[src/rtl/wdrain_pkg.sv]
package wdrain_pkg;

   typedef enum logic {
      ST_IDLE  = 1'b0,
      ST_DRAIN = 1'b1
   } drain_st_e;

   // field width that stays legal when a count of one is configured
   function automatic int field_w(input int n);
      return (n > 1) ? $clog2(n) : 1;
   endfunction

endpackage

[src/rtl/wq_store.sv]
// Age-ordered write queue: slot 0 is the oldest entry; a removal anywhere
// closes the gap by shifting younger entries down one slot.
module wq_store #(
   parameter int DEPTH = 8,
   parameter int ENT_W = 11,
   localparam int IDX_W = $clog2(DEPTH),
   localparam int CW    = $clog2(DEPTH + 1)
) (
   input  logic             clk,
   input  logic             rst_n,
   input  logic             push_i,
   input  logic [ENT_W-1:0] push_data_i,
   input  logic             pop_i,
   input  logic [IDX_W-1:0] pop_idx_i,
   output logic [ENT_W-1:0] ent_o [DEPTH],
   output logic [CW-1:0]    count_o
);

   logic [ENT_W-1:0] slot_q     [DEPTH];
   logic [ENT_W-1:0] slot_d     [DEPTH];
   logic [ENT_W-1:0] slot_above [DEPTH];
   logic [CW-1:0]    count_q;
   logic [CW-1:0]    count_d;

   genvar g;
   generate
      for (g = 0; g < DEPTH; g++) begin : g_slot
         if (g == DEPTH - 1) begin : g_top
            assign slot_above[g] = slot_q[g];
         end else begin : g_mid
            assign slot_above[g] = slot_q[g+1];
         end
         assign ent_o[g] = slot_q[g];
      end
   endgenerate

   always_comb begin
      count_d = count_q;
      for (int i = 0; i < DEPTH; i++) begin
         if (pop_i && (IDX_W'(i) >= pop_idx_i)) begin
            slot_d[i] = slot_above[i];
         end else begin
            slot_d[i] = slot_q[i];
         end
      end
      if (pop_i) begin
         count_d = count_q - CW'(1);
      end
      if (push_i) begin
         for (int i = 0; i < DEPTH; i++) begin
            if (CW'(i) == count_d) begin
               slot_d[i] = push_data_i;
            end
         end
         count_d = count_d + CW'(1);
      end
   end

   always_ff @(posedge clk or negedge rst_n) begin
      if (!rst_n) begin
         count_q <= '0;
         for (int i = 0; i < DEPTH; i++) begin
            slot_q[i] <= '0;
         end
      end else begin
         count_q <= count_d;
         for (int i = 0; i < DEPTH; i++) begin
            slot_q[i] <= slot_d[i];
         end
      end
   end

   assign count_o = count_q;

endmodule

[src/rtl/wq_hit_finder.sv]
// Compares every live entry against the open row of its bank and returns
// the lowest (oldest) matching slot.
module wq_hit_finder #(
   parameter int DEPTH  = 8,
   parameter int ROW_W  = 8,
   parameter int NB     = 8,
   parameter int BIDX_W = 3,
   localparam int IDX_W = $clog2(DEPTH),
   localparam int CW    = $clog2(DEPTH + 1)
) (
   input  logic [CW-1:0]       count_i,
   input  logic [BIDX_W-1:0]   ent_bidx_i [DEPTH],
   input  logic [ROW_W-1:0]    ent_row_i  [DEPTH],
   input  logic [NB-1:0]       open_vld_i,
   input  logic [NB*ROW_W-1:0] open_row_i,
   output logic                found_o,
   output logic [IDX_W-1:0]    hit_idx_o
);

   logic [DEPTH-1:0] hit_vec;

   genvar g;
   generate
      for (g = 0; g < DEPTH; g++) begin : g_cmp
         logic live;
         logic in_range;
         assign live     = (CW'(g) < count_i);
         assign in_range = ({1'b0, ent_bidx_i[g]} < (BIDX_W+1)'(NB));
         assign hit_vec[g] = live && in_range &&
                             open_vld_i[ent_bidx_i[g]] &&
                             (open_row_i[ent_bidx_i[g]*ROW_W +: ROW_W] == ent_row_i[g]);
      end
   endgenerate

   always_comb begin
      found_o   = 1'b0;
      hit_idx_o = '0;
      for (int i = DEPTH - 1; i >= 0; i--) begin
         if (hit_vec[i]) begin
            found_o   = 1'b1;
            hit_idx_o = IDX_W'(i);
         end
      end
   end

endmodule

[src/rtl/wdrain_sched.sv]
module wdrain_sched
   import wdrain_pkg::*;
#(
   parameter int DEPTH = 8,
   parameter int RANKS = 2,
   parameter int BANKS = 4,
   parameter int ROW_W = 8,
   parameter int CNT_W = 4,
   localparam int RANK_W = field_w(RANKS),
   localparam int BANK_W = field_w(BANKS),
   localparam int NB     = RANKS * BANKS,
   localparam int BIDX_W = field_w(NB),
   localparam int ENT_W  = RANK_W + BANK_W + ROW_W,
   localparam int IDX_W  = $clog2(DEPTH),
   localparam int CW     = $clog2(DEPTH + 1)
) (
   input  logic              clk,
   input  logic              rst_n,
   input  logic              enq_valid_i,
   input  logic [RANK_W-1:0] enq_rank_i,
   input  logic [BANK_W-1:0] enq_bank_i,
   input  logic [ROW_W-1:0]  enq_row_i,
   output logic              enq_full_o,
   input  logic              drain_start_i,
   input  logic [CNT_W-1:0]  wr_limit_i,
   input  logic [NB-1:0]     open_vld_i,
   input  logic [NB*ROW_W-1:0] open_row_i,
   output logic              iss_valid_o,
   output logic [RANK_W-1:0] iss_rank_o,
   output logic [BANK_W-1:0] iss_bank_o,
   output logic [ROW_W-1:0]  iss_row_o,
   output logic              iss_hit_o,
   output logic              drain_done_o
);

   generate
      if (DEPTH < 2) begin : g_bad_depth
         $error("wdrain_sched: DEPTH must be at least 2");
      end
      if (NB < 2) begin : g_bad_banks
         $error("wdrain_sched: RANKS*BANKS must be at least 2");
      end
      if (ROW_W < 1 || CNT_W < 1) begin : g_bad_width
         $error("wdrain_sched: ROW_W and CNT_W must be positive");
      end
   endgenerate

   drain_st_e          st_q;
   logic [CNT_W-1:0]   burst_cnt_q;
   logic [CW-1:0]      q_count;
   logic [ENT_W-1:0]   ent     [DEPTH];
   logic [BIDX_W-1:0]  ent_bidx[DEPTH];
   logic [ROW_W-1:0]   ent_row [DEPTH];
   logic               hit_found;
   logic [IDX_W-1:0]   hit_idx;
   logic [IDX_W-1:0]   sel_idx;
   logic [ENT_W-1:0]   sel_ent;
   logic               sel_hit;
   logic               can_issue;
   logic               push;
   logic               pop;

   // entry layout: {rank, bank, row}
   genvar g;
   generate
      for (g = 0; g < DEPTH; g++) begin : g_unpack
         logic [RANK_W-1:0] e_rank;
         logic [BANK_W-1:0] e_bank;
         assign e_rank      = ent[g][ENT_W-1 -: RANK_W];
         assign e_bank      = ent[g][ROW_W+BANK_W-1 -: BANK_W];
         assign ent_row[g]  = ent[g][ROW_W-1:0];
         assign ent_bidx[g] = BIDX_W'(e_rank) * BIDX_W'(BANKS) + BIDX_W'(e_bank);
      end
   endgenerate

   assign enq_full_o = (q_count == CW'(DEPTH));
   assign push       = enq_valid_i && !enq_full_o;
   assign can_issue  = (st_q == ST_DRAIN) && (q_count != '0) && (burst_cnt_q < wr_limit_i);
   assign pop        = can_issue;

   wq_store #(
      .DEPTH (DEPTH),
      .ENT_W (ENT_W)
   ) u_store (
      .clk         (clk),
      .rst_n       (rst_n),
      .push_i      (push),
      .push_data_i ({enq_rank_i, enq_bank_i, enq_row_i}),
      .pop_i       (pop),
      .pop_idx_i   (sel_idx),
      .ent_o       (ent),
      .count_o     (q_count)
   );

   wq_hit_finder #(
      .DEPTH  (DEPTH),
      .ROW_W  (ROW_W),
      .NB     (NB),
      .BIDX_W (BIDX_W)
   ) u_find (
      .count_i    (q_count),
      .ent_bidx_i (ent_bidx),
      .ent_row_i  (ent_row),
      .open_vld_i (open_vld_i),
      .open_row_i (open_row_i),
      .found_o    (hit_found),
      .hit_idx_o  (hit_idx)
   );

   // a lone entry is taken straight from the head; otherwise the oldest
   // hit wins, falling back to the head
   always_comb begin
      if (q_count == CW'(1)) begin
         sel_idx = '0;
      end else if (hit_found) begin
         sel_idx = hit_idx;
      end else begin
         sel_idx = '0;
      end
      sel_ent = ent[sel_idx];
      sel_hit = hit_found && (hit_idx == sel_idx);
   end

   always_ff @(posedge clk or negedge rst_n) begin
      if (!rst_n) begin
         st_q         <= ST_IDLE;
         burst_cnt_q  <= '0;
         iss_valid_o  <= 1'b0;
         iss_rank_o   <= '0;
         iss_bank_o   <= '0;
         iss_row_o    <= '0;
         iss_hit_o    <= 1'b0;
         drain_done_o <= 1'b0;
      end else begin
         iss_valid_o  <= 1'b0;
         iss_hit_o    <= 1'b0;
         drain_done_o <= 1'b0;
         case (st_q)
            ST_IDLE: begin
               if (drain_start_i) begin
                  st_q        <= ST_DRAIN;
                  burst_cnt_q <= '0;
               end
            end
            ST_DRAIN: begin
               if (can_issue) begin
                  iss_valid_o <= 1'b1;
                  iss_rank_o  <= sel_ent[ENT_W-1 -: RANK_W];
                  iss_bank_o  <= sel_ent[ROW_W+BANK_W-1 -: BANK_W];
                  iss_row_o   <= sel_ent[ROW_W-1:0];
                  iss_hit_o   <= sel_hit;
                  burst_cnt_q <= burst_cnt_q + CNT_W'(1);
               end else begin
                  drain_done_o <= 1'b1;
                  st_q         <= ST_IDLE;
               end
            end
            default: st_q <= ST_IDLE;
         endcase
      end
   end

endmodule

[config.mk]
export PLATFORM = sky130hd
export DESIGN_NAME = wdrain_sched
export DESIGN_NICKNAME = d
export VERILOG_FILES = /design/src/rtl/wdrain_pkg.sv /design/src/rtl/wq_store.sv /design/src/rtl/wq_hit_finder.sv /design/src/rtl/wdrain_sched.sv
export SDC_FILE = /design/constraint.sdc
export NUM_CORES = 1
export LEC_CHECK = 0
export ABC_CLOCK_PERIOD_IN_PS = 4250
export CORE_ASPECT_RATIO = 0.6
export CORE_UTILIZATION = 40
export CTS_BUF_LIST = sky130_fd_sc_hd__clkbuf_4
export CTS_CLUSTER_SIZE = 14
export DETAILED_ROUTE_END_ITERATION = 7
export DONT_BUFFER_PORTS = 1
export MAX_ROUTING_LAYER = met4
export PLACE_DENSITY_LB_ADDON = 0.15
export SYNTH_ARGS = -nofsm -noshare
export SYNTH_HDL_FRONTEND = slang
export SYNTH_SLANG_ARGS = --single-unit
[constraint.sdc]
create_clock -name clk -period 4.25 [get_ports clk]
set_input_delay 0.85 -clock clk [delete_from_list [all_inputs] [get_ports clk]]
set_output_delay 0.85 -clock clk [all_outputs]
set_load 0.03 [all_outputs]
# == Word-level counts from Yosys, hierarchy flattened ==
# Index checks and enable logic that the tools add are counted.
# word_totals
in_bits,91
out_inout_bits,15
elab_cells,182
register_bits,111
# op_classes
n_reduce_logical,33
magnitude_cmp,25
muxes,66
n_eq_ne,20
shifts,8
bitwise_logic,2
addsub,11
# op_table
operator,count
indexed part select 64 x 7 -> 8 bit,8
two-way mux 11 bit,17
two-way mux 88 bit,1
== test 8 bit,8
binary-select mux 11 bit (select 3 bit),1
"< comparator 3 x 4 -> 1 bit, second input constant",8
two-way mux 3 bit,10
logical AND 1 bit,27
adder 3 x 2 -> 3 bit,8
binary-select mux 1 bit (select 3 bit),8
two-way mux 1 bit,23
"== test 3 x 4 -> 1 bit, first input constant",4
"< comparator 3 x 4 -> 1 bit, first input constant",4
two-way mux 4 bit,4
">= comparator 3 bit, first input constant",3
"adder 4 x 1 -> 4 bit, second input constant",2
"== test 2 x 4 -> 1 bit, first input constant",2
"< comparator 1 x 4 -> 1 bit, first input constant",2
"< comparator 2 x 4 -> 1 bit, first input constant",2
one-hot mux 4 bit (2 select lines),1
">= comparator 1 x 3 -> 1 bit, first input constant",2
">= comparator 2 x 3 -> 1 bit, first input constant",2
AND reduction 2 bit,3
"== test 1 x 4 -> 1 bit, first input constant",1
other kinds (14),14

# == Logic depth before layout (Yosys ltp) ==
# depth
depth_word,20
mapped_depth,16
mapped_depth_nobuf,13

# == Cells and area by module ==
# A second synthesis with hierarchy kept.
# hier_totals
hier_cells,960
hier_area_um2,11656.2
# by_module_without_submodules
module,area_per_inst_um2,seq_area_each_um2,cells_each,instances
wq_hit_finder,5281.3,0.0,450,1
wq_store,4848.4,2302.2,333,1
wdrain_sched,1526.5,475.5,177,1

# == Least setup slack after synthesis ==
# Ideal clock, no wire load.
# synth_timing
path_kind,input-to-reg
from,in open_row_i[61]
to,"reg u_store.slot_q, in the netlist u_store.ent_o[34]"
arrival_time_ps,3901
t_required_ps,4125
setup_time_ps,125
path_stages,12
n_path_buf,2
slack_ps,224
cell_sequence,mux2i_1 mux4_2 xnor2_1 or4_4 or4_4 a21oi_4 o211a_1 buf_6 o31a_1 buf_6 mux2_4 mux2_2
# synth_lines
element,line,text
"start, declared",wdrain_sched.sv:27,"input logic [NB*ROW_W-1:0] open_row_i,"
"end signal, assigned by index",wq_store.sv:68,slot_q[i] <= slot_d[i];
"end, declared",wq_store.sv:19,logic [ENT_W-1:0] slot_q [DEPTH];

# == Worst setup path after layout ==
# layout_timing
from,"reg u_store.slot_q, in the netlist u_store.ent_o[41]"
to,reg iss_row_o[6]
# layout_via
elab_chain_len,16
elab_cells_between_ends,23
cone_classes,1 x add/sub; 1 x eq/ne; 1 x shift; 17 x mux; 1 x bitwise; 2 x reduce/logical
# layout_lines
element,line,text
adder 3 x 2 -> 3 bit (*),wdrain_sched.sv:72,assign ent_bidx[g] = BIDX_W'(e_rank) * BIDX_W'(BANKS) + BIDX_W'(e_bank);
"parallel branches: the longest is 3 deep, another holds indexed part select 64 x 7 -> 8 bit",--,
logical AND 1 bit (*),wq_hit_finder.sv:30,open_vld_i[ent_bidx_i[g]] &&
two-way mux 3 bit or two-way mux 1 bit (tied branches) (5 in series),wq_hit_finder.sv:39,if (hit_vec[i]) begin
two-way mux 3 bit (*),wdrain_sched.sv:115,end else if (hit_found) begin
two-way mux 3 bit (*),wdrain_sched.sv:113,if (q_count == CW'(1)) begin
inverter 3 -> 4 bit (implied by the code) (*),wdrain_sched.sv:120,sel_ent = ent[sel_idx];
binary-select mux 11 bit (select 3 bit) (*),wdrain_sched.sv:120,
two-way mux 11 bit (implied by the code) (*) (2 in series),wdrain_sched.sv:120,
"end signal, assigned",wdrain_sched.sv:150,iss_row_o <= sel_ent[ROW_W-1:0];
"end, declared",wdrain_sched.sv:31,"output logic [ROW_W-1:0] iss_row_o,"
# Mark *: on every way between the ends. The select of a mux whose other input is x is not followed.
# A chain may end at the register's enable or synchronous reset.

==> impl_summary.md <==
Cells and area
Counting the fill cells in the layout gives 2589. The area taken by flip-flops and latches is 2790 sq um. After the flow finishes, the layout carries non-filler instances totaling 1381. The area added between synthesis and finish is 9.99%. The multi-input combinational cells in the finished layout cover a total of 8150 sq um.

The post-route netlist has 32.6% of its cells at a drive strength greater than 1. The final layout contains 1108 nets.

Clocking
After clock tree synthesis, the clock-pin slew on the worst setup and hold paths is 0.21 ns. The sink count of the clock tree is 111. The CTS tree is built.

In this run the clock root is driven by a sky130_fd_sc_hd__clkbuf_4. The H-tree was split into 3 levels. The TritonCTS buffer count is 9. In this run the deepest clock path goes through 2 buffers. The clock reaches the later pin of the worst-skew pair after 0.58 ns.

In this run the post-CTS setup repair buffer count came out at 0.

STA
Subtracting the final worst setup slack from the clock period gives 4.16 ns. The worst setup slack after layout is 0.0904 ns. The clock tree skew after final layout is 0.0301 ns.

The remaining max-slew budget at the tightest pin is 22.4%. Setup violations remaining at the end of the flow were counted as 0. The final number of hold-violating endpoints is 0.

Setup repair after global routing left no endpoint under its margin. The number of max-slew violations in the final report is 0. For the pin with the worst max-slew slack, the measured transition is 1.16 ns. The final critical path takes up 97.9% of the cycle. The maximum clock frequency is 0.240 GHz.

Setup path
The critical path launch point type is a flop. The slowest stage of the critical path belongs to the cell sky130_fd_sc_hd__or3b_1. The delay contributed by the slowest stage of the critical path is 0.53 ns.

The critical path arrival is 4.64 ns. Of all nets on the critical path, the largest fanout is 25. The worst setup path is of the reg2reg kind. The critical path contains buffers and inverters numbering 2 combined.

The required time of the critical path is 4.73 ns. The cell type group with the largest total delay on the critical path is simple AND/OR/NAND/NOR gates. Walking the worst path, the cells encountered are buf_12 -> mux4_2 -> mux2i_1 -> xor2_1 -> nand4_1 -> or3b_1 -> nand3_1 -> o211a_4 -> buf_12 -> mux2i_1 -> o21ai_1 -> or3_1. STA classifies the critical path endpoint as a flop.

Place
Once placement completed, the tool counted placed cells totaling 1361. During placement, the flow inserted port buffers numbering 0. Prior to clock tree synthesis, the placed netlist has a worst setup slack of -0.0349 ns. The final weighted congestion of routability-driven global placement is 1.05.

Detailed placement ended at an HPWL of 35100 um.

Global routing
The maximum number of pins on one net before global-route repair is 112. Global routing finished with a remaining overflow of 0. The overall fraction of global-route tracks in use is 32.9%. The first-pass GRT wire length is 65200 um.

The number of global-route vias before repair is 8729. The initial antenna violation count is 1.

Synth
The count of synthesis-stage warnings from yosys is 0. In this run, distinct cell masters in the synthesized netlist total 54. The synthesized area per cell is 11.6 sq um.

The sequential fraction of the synthesis area is 24.4%. The mapped netlist covers 11400 sq um. The share of flip-flops with an asynchronous set or reset after synthesis is 100%. The number of instances in the synthesized netlist is 982.

The most used flip-flop cell after synthesis is sky130_fd_sc_hd__dfrtp_1. Synthesis produced a netlist with a net count of 1084. The number of register bits inferred by synthesis is 111. The number of flops mapped to enable cells by yosys is 0.

Power
Of the total power, the share spent switching nets is 48.7%. Sequential cells account for 24.9% of the total power. The cell leakage power is 0.00511 uW. The clock network fraction of design power is 5.3%. The internal power of the cells totals 5620 uW. Power spread over the standard cell area amounts to 876 nW/um^2. In this run the power spent charging and discharging nets is 5340 uW.

Across the VDD grid, the largest voltage drop is 0.395 mV. Summing internal, switching and leakage power gives 11000 uW. Of the total power, combinational logic draws 69.9%.

Die
The starting utilization of the core area is 41.0%. The placeable core region is 27800 sq um. The die boundary width is 220 um. 106 I/O pins were placed. The number of standard-cell rows in the floorplan is 47. The die height is 133 um. The area of the die is 29100 sq um.

Hold path
The worst hold path belongs to the class in2async.

Job
The tool flagged a number of max-cap violations equal to 0.

Route
For this block, the initial DRC count from the detailed router was 1198. The number of detailed-route iterations in the first pass is 7. The number of vias after detailed routing is 9143. The remaining antenna violation count is 0.

The routed wire length per instance is 32.8 um. The total routed wirelength is 45300 um. The number of vias per cell after detailed routing is 6.62. In the routed design, unresolved DRC markers number 4.

Run status
The run finished, with violations left. The final reports fail on design-rule violations.
-- routing by layer --
layer | vias up | track usage [%] | wire [um]
li1 | 3847 | - | -
met3 | 49 | 12.3 | 5950
met4 | 0 | 6.51 | 731
met5 | - | - | 0
met1 | 4675 | 49.5 | 20500
met2 | 572 | 41.1 | 18100
-- through the flow --
stage | TNS [ns] | utilization [%] | instance area (sq um) | hold slack [ns]
global placement | -0.303 | 44.4 | 12300 | 0.537
CTS | 0 | 45.0 | 12500 | 0.176
finish | 0 | 45.1 | 12500 | 0.152
detailed placement | -0.0555 | 44.4 | 12300 | 0.536
global route | 0 | 45.1 | 12500 | 0.172
floorplan | 0 | - | 11400 | 0.491
-- area by class of cell --
class | instances | share of cell area (%)
Timing Repair Buffer | 96 | 7.52
Tap cell | 367 | 3.67
Antenna cell | 3 | 0.0600
Clock inverter | 7 | 0.560
Clock buffer | 9 | 0.540
Inverter | 10 | 0.300
Sequential cell | 111 | 22.3
Multi-Input combinational cell | 778 | 65.1
-- cell usage after synthesis (all sizes together), types with 2 or more instances --
library cell | count | share of area, %
a21o | 3 | 0.20
a21oi | 20 | 0.98
a22oi | 2 | 0.13
a31oi | 2 | 0.11
and2 | 3 | 0.16
and3 | 4 | 0.22
and4 | 2 | 0.15
buf | 51 | 2.8
clkbuf | 32 | 1.1
dfrtp | 111 | 24
ha | 11 | 1.2
inv | 9 | 0.30
mux2 | 78 | 8.7
mux2i | 158 | 14
mux4 | 138 | 27
nand2 | 98 | 3.2
nand2b | 6 | 0.33
nand3 | 16 | 0.70
nand3b | 4 | 0.26
nand4 | 10 | 0.55
nor2 | 19 | 0.63
nor2b | 6 | 0.33
nor3 | 12 | 0.53
nor4 | 9 | 0.55
o21ai | 58 | 2.6
o22ai | 13 | 0.71
o31a | 2 | 0.15
or3 | 14 | 0.77
or4 | 3 | 0.26
xnor2 | 37 | 2.8
xor2 | 37 | 2.8
-- power by group through the flow --
stage               clock network [uW]  logic, uW  registers, uW
floorplan                            0       5530           2080
global placement                     0       7450           2700
detailed placement                   0       7480           2700
CTS                                602       7540           2680
global route                       643       8100           2780
finish                             579       7660           2720
-- cell families (layout without fill, tap and decap cells) --
family / after synthesis / count (layout) / synth area share (%)
adders and majority gates: 11 / 11 / 1.21
and+or+nand+nor: 210 / 210 / 8.97
muxes: 374 / 374 / 49.9
DFF: 111 / 111 / 24.4
other: 0 / 3 / 0
xor gates and xnor gates: 74 / 74 / 5.70
AOI/OAI and AO/OA: 109 / 109 / 5.61
buffers and inverters: 93 / 122 / 4.19
-- flip-flops by register name (all words and copies together) (netlist names) --
signal and count:
burst_cnt_q 4, iss_bank_o 2, iss_hit_o 1, u_store.count_o 4
iss_valid_o 1, iss_rank_o 1, u_store.ent_o 88, iss_row_o 8
st_q 1, drain_done_o 1
-- what timing repair did --
| item | in CTS | in global routing |
|---|---|---|
| endpoints found under the hold margin | 111 | 0 |
| hold buffers | 1 | 0 |
| endpoints found under the setup margin | 4 | 55 |
| resized for setup | 1 | 9 |
-- final timing paths --
check	start	end	slack [ns]	cells past startpoint
hold / removal	rst_n	u_store.ent_o[34]$_DFF_PN0_	0.15	1
setup / recovery	u_store.ent_o[41]$_DFF_PN0_	iss_row_o[6]$_DFFE_PN0P_	0.09	12
hold reg to reg	burst_cnt_q[3]$_DFFE_PN0P_	burst_cnt_q[3]$_DFFE_PN0P_	0.56	2
max in group asynchronous	rst_n	u_store.ent_o[42]$_DFF_PN0_	3.51	1
min in group clk	enq_row_i[4]	u_store.ent_o[59]$_DFF_PN0_	0.37	2
setup reg to reg	u_store.ent_o[41]$_DFF_PN0_	iss_row_o[6]$_DFFE_PN0P_	0.09	12
-- cell usage in the layout, fill, tap and decap left out, types with 13 or more instances in the layout --
cell type / instances
sky130_fd_sc_hd__mux2i_1: 156
sky130_fd_sc_hd__mux4_2: 138
sky130_fd_sc_hd__dfrtp_1: 106
sky130_fd_sc_hd__nand2_1: 98
sky130_fd_sc_hd__buf_4: 79
sky130_fd_sc_hd__o21ai_1: 55
sky130_fd_sc_hd__xnor2_1: 37
sky130_fd_sc_hd__xor2_1: 37
sky130_fd_sc_hd__mux2_2: 35
sky130_fd_sc_hd__mux2_4: 30
sky130_fd_sc_hd__nor2_1: 19
sky130_fd_sc_hd__a21oi_1: 19
sky130_fd_sc_hd__nand3_1: 16
sky130_fd_sc_hd__buf_12: 16
sky130_fd_sc_hd__or3_1: 14
sky130_fd_sc_hd__o22ai_1: 13
sky130_fd_sc_hd__mux2_1: 13
Power figures use the tool's default switching activity.
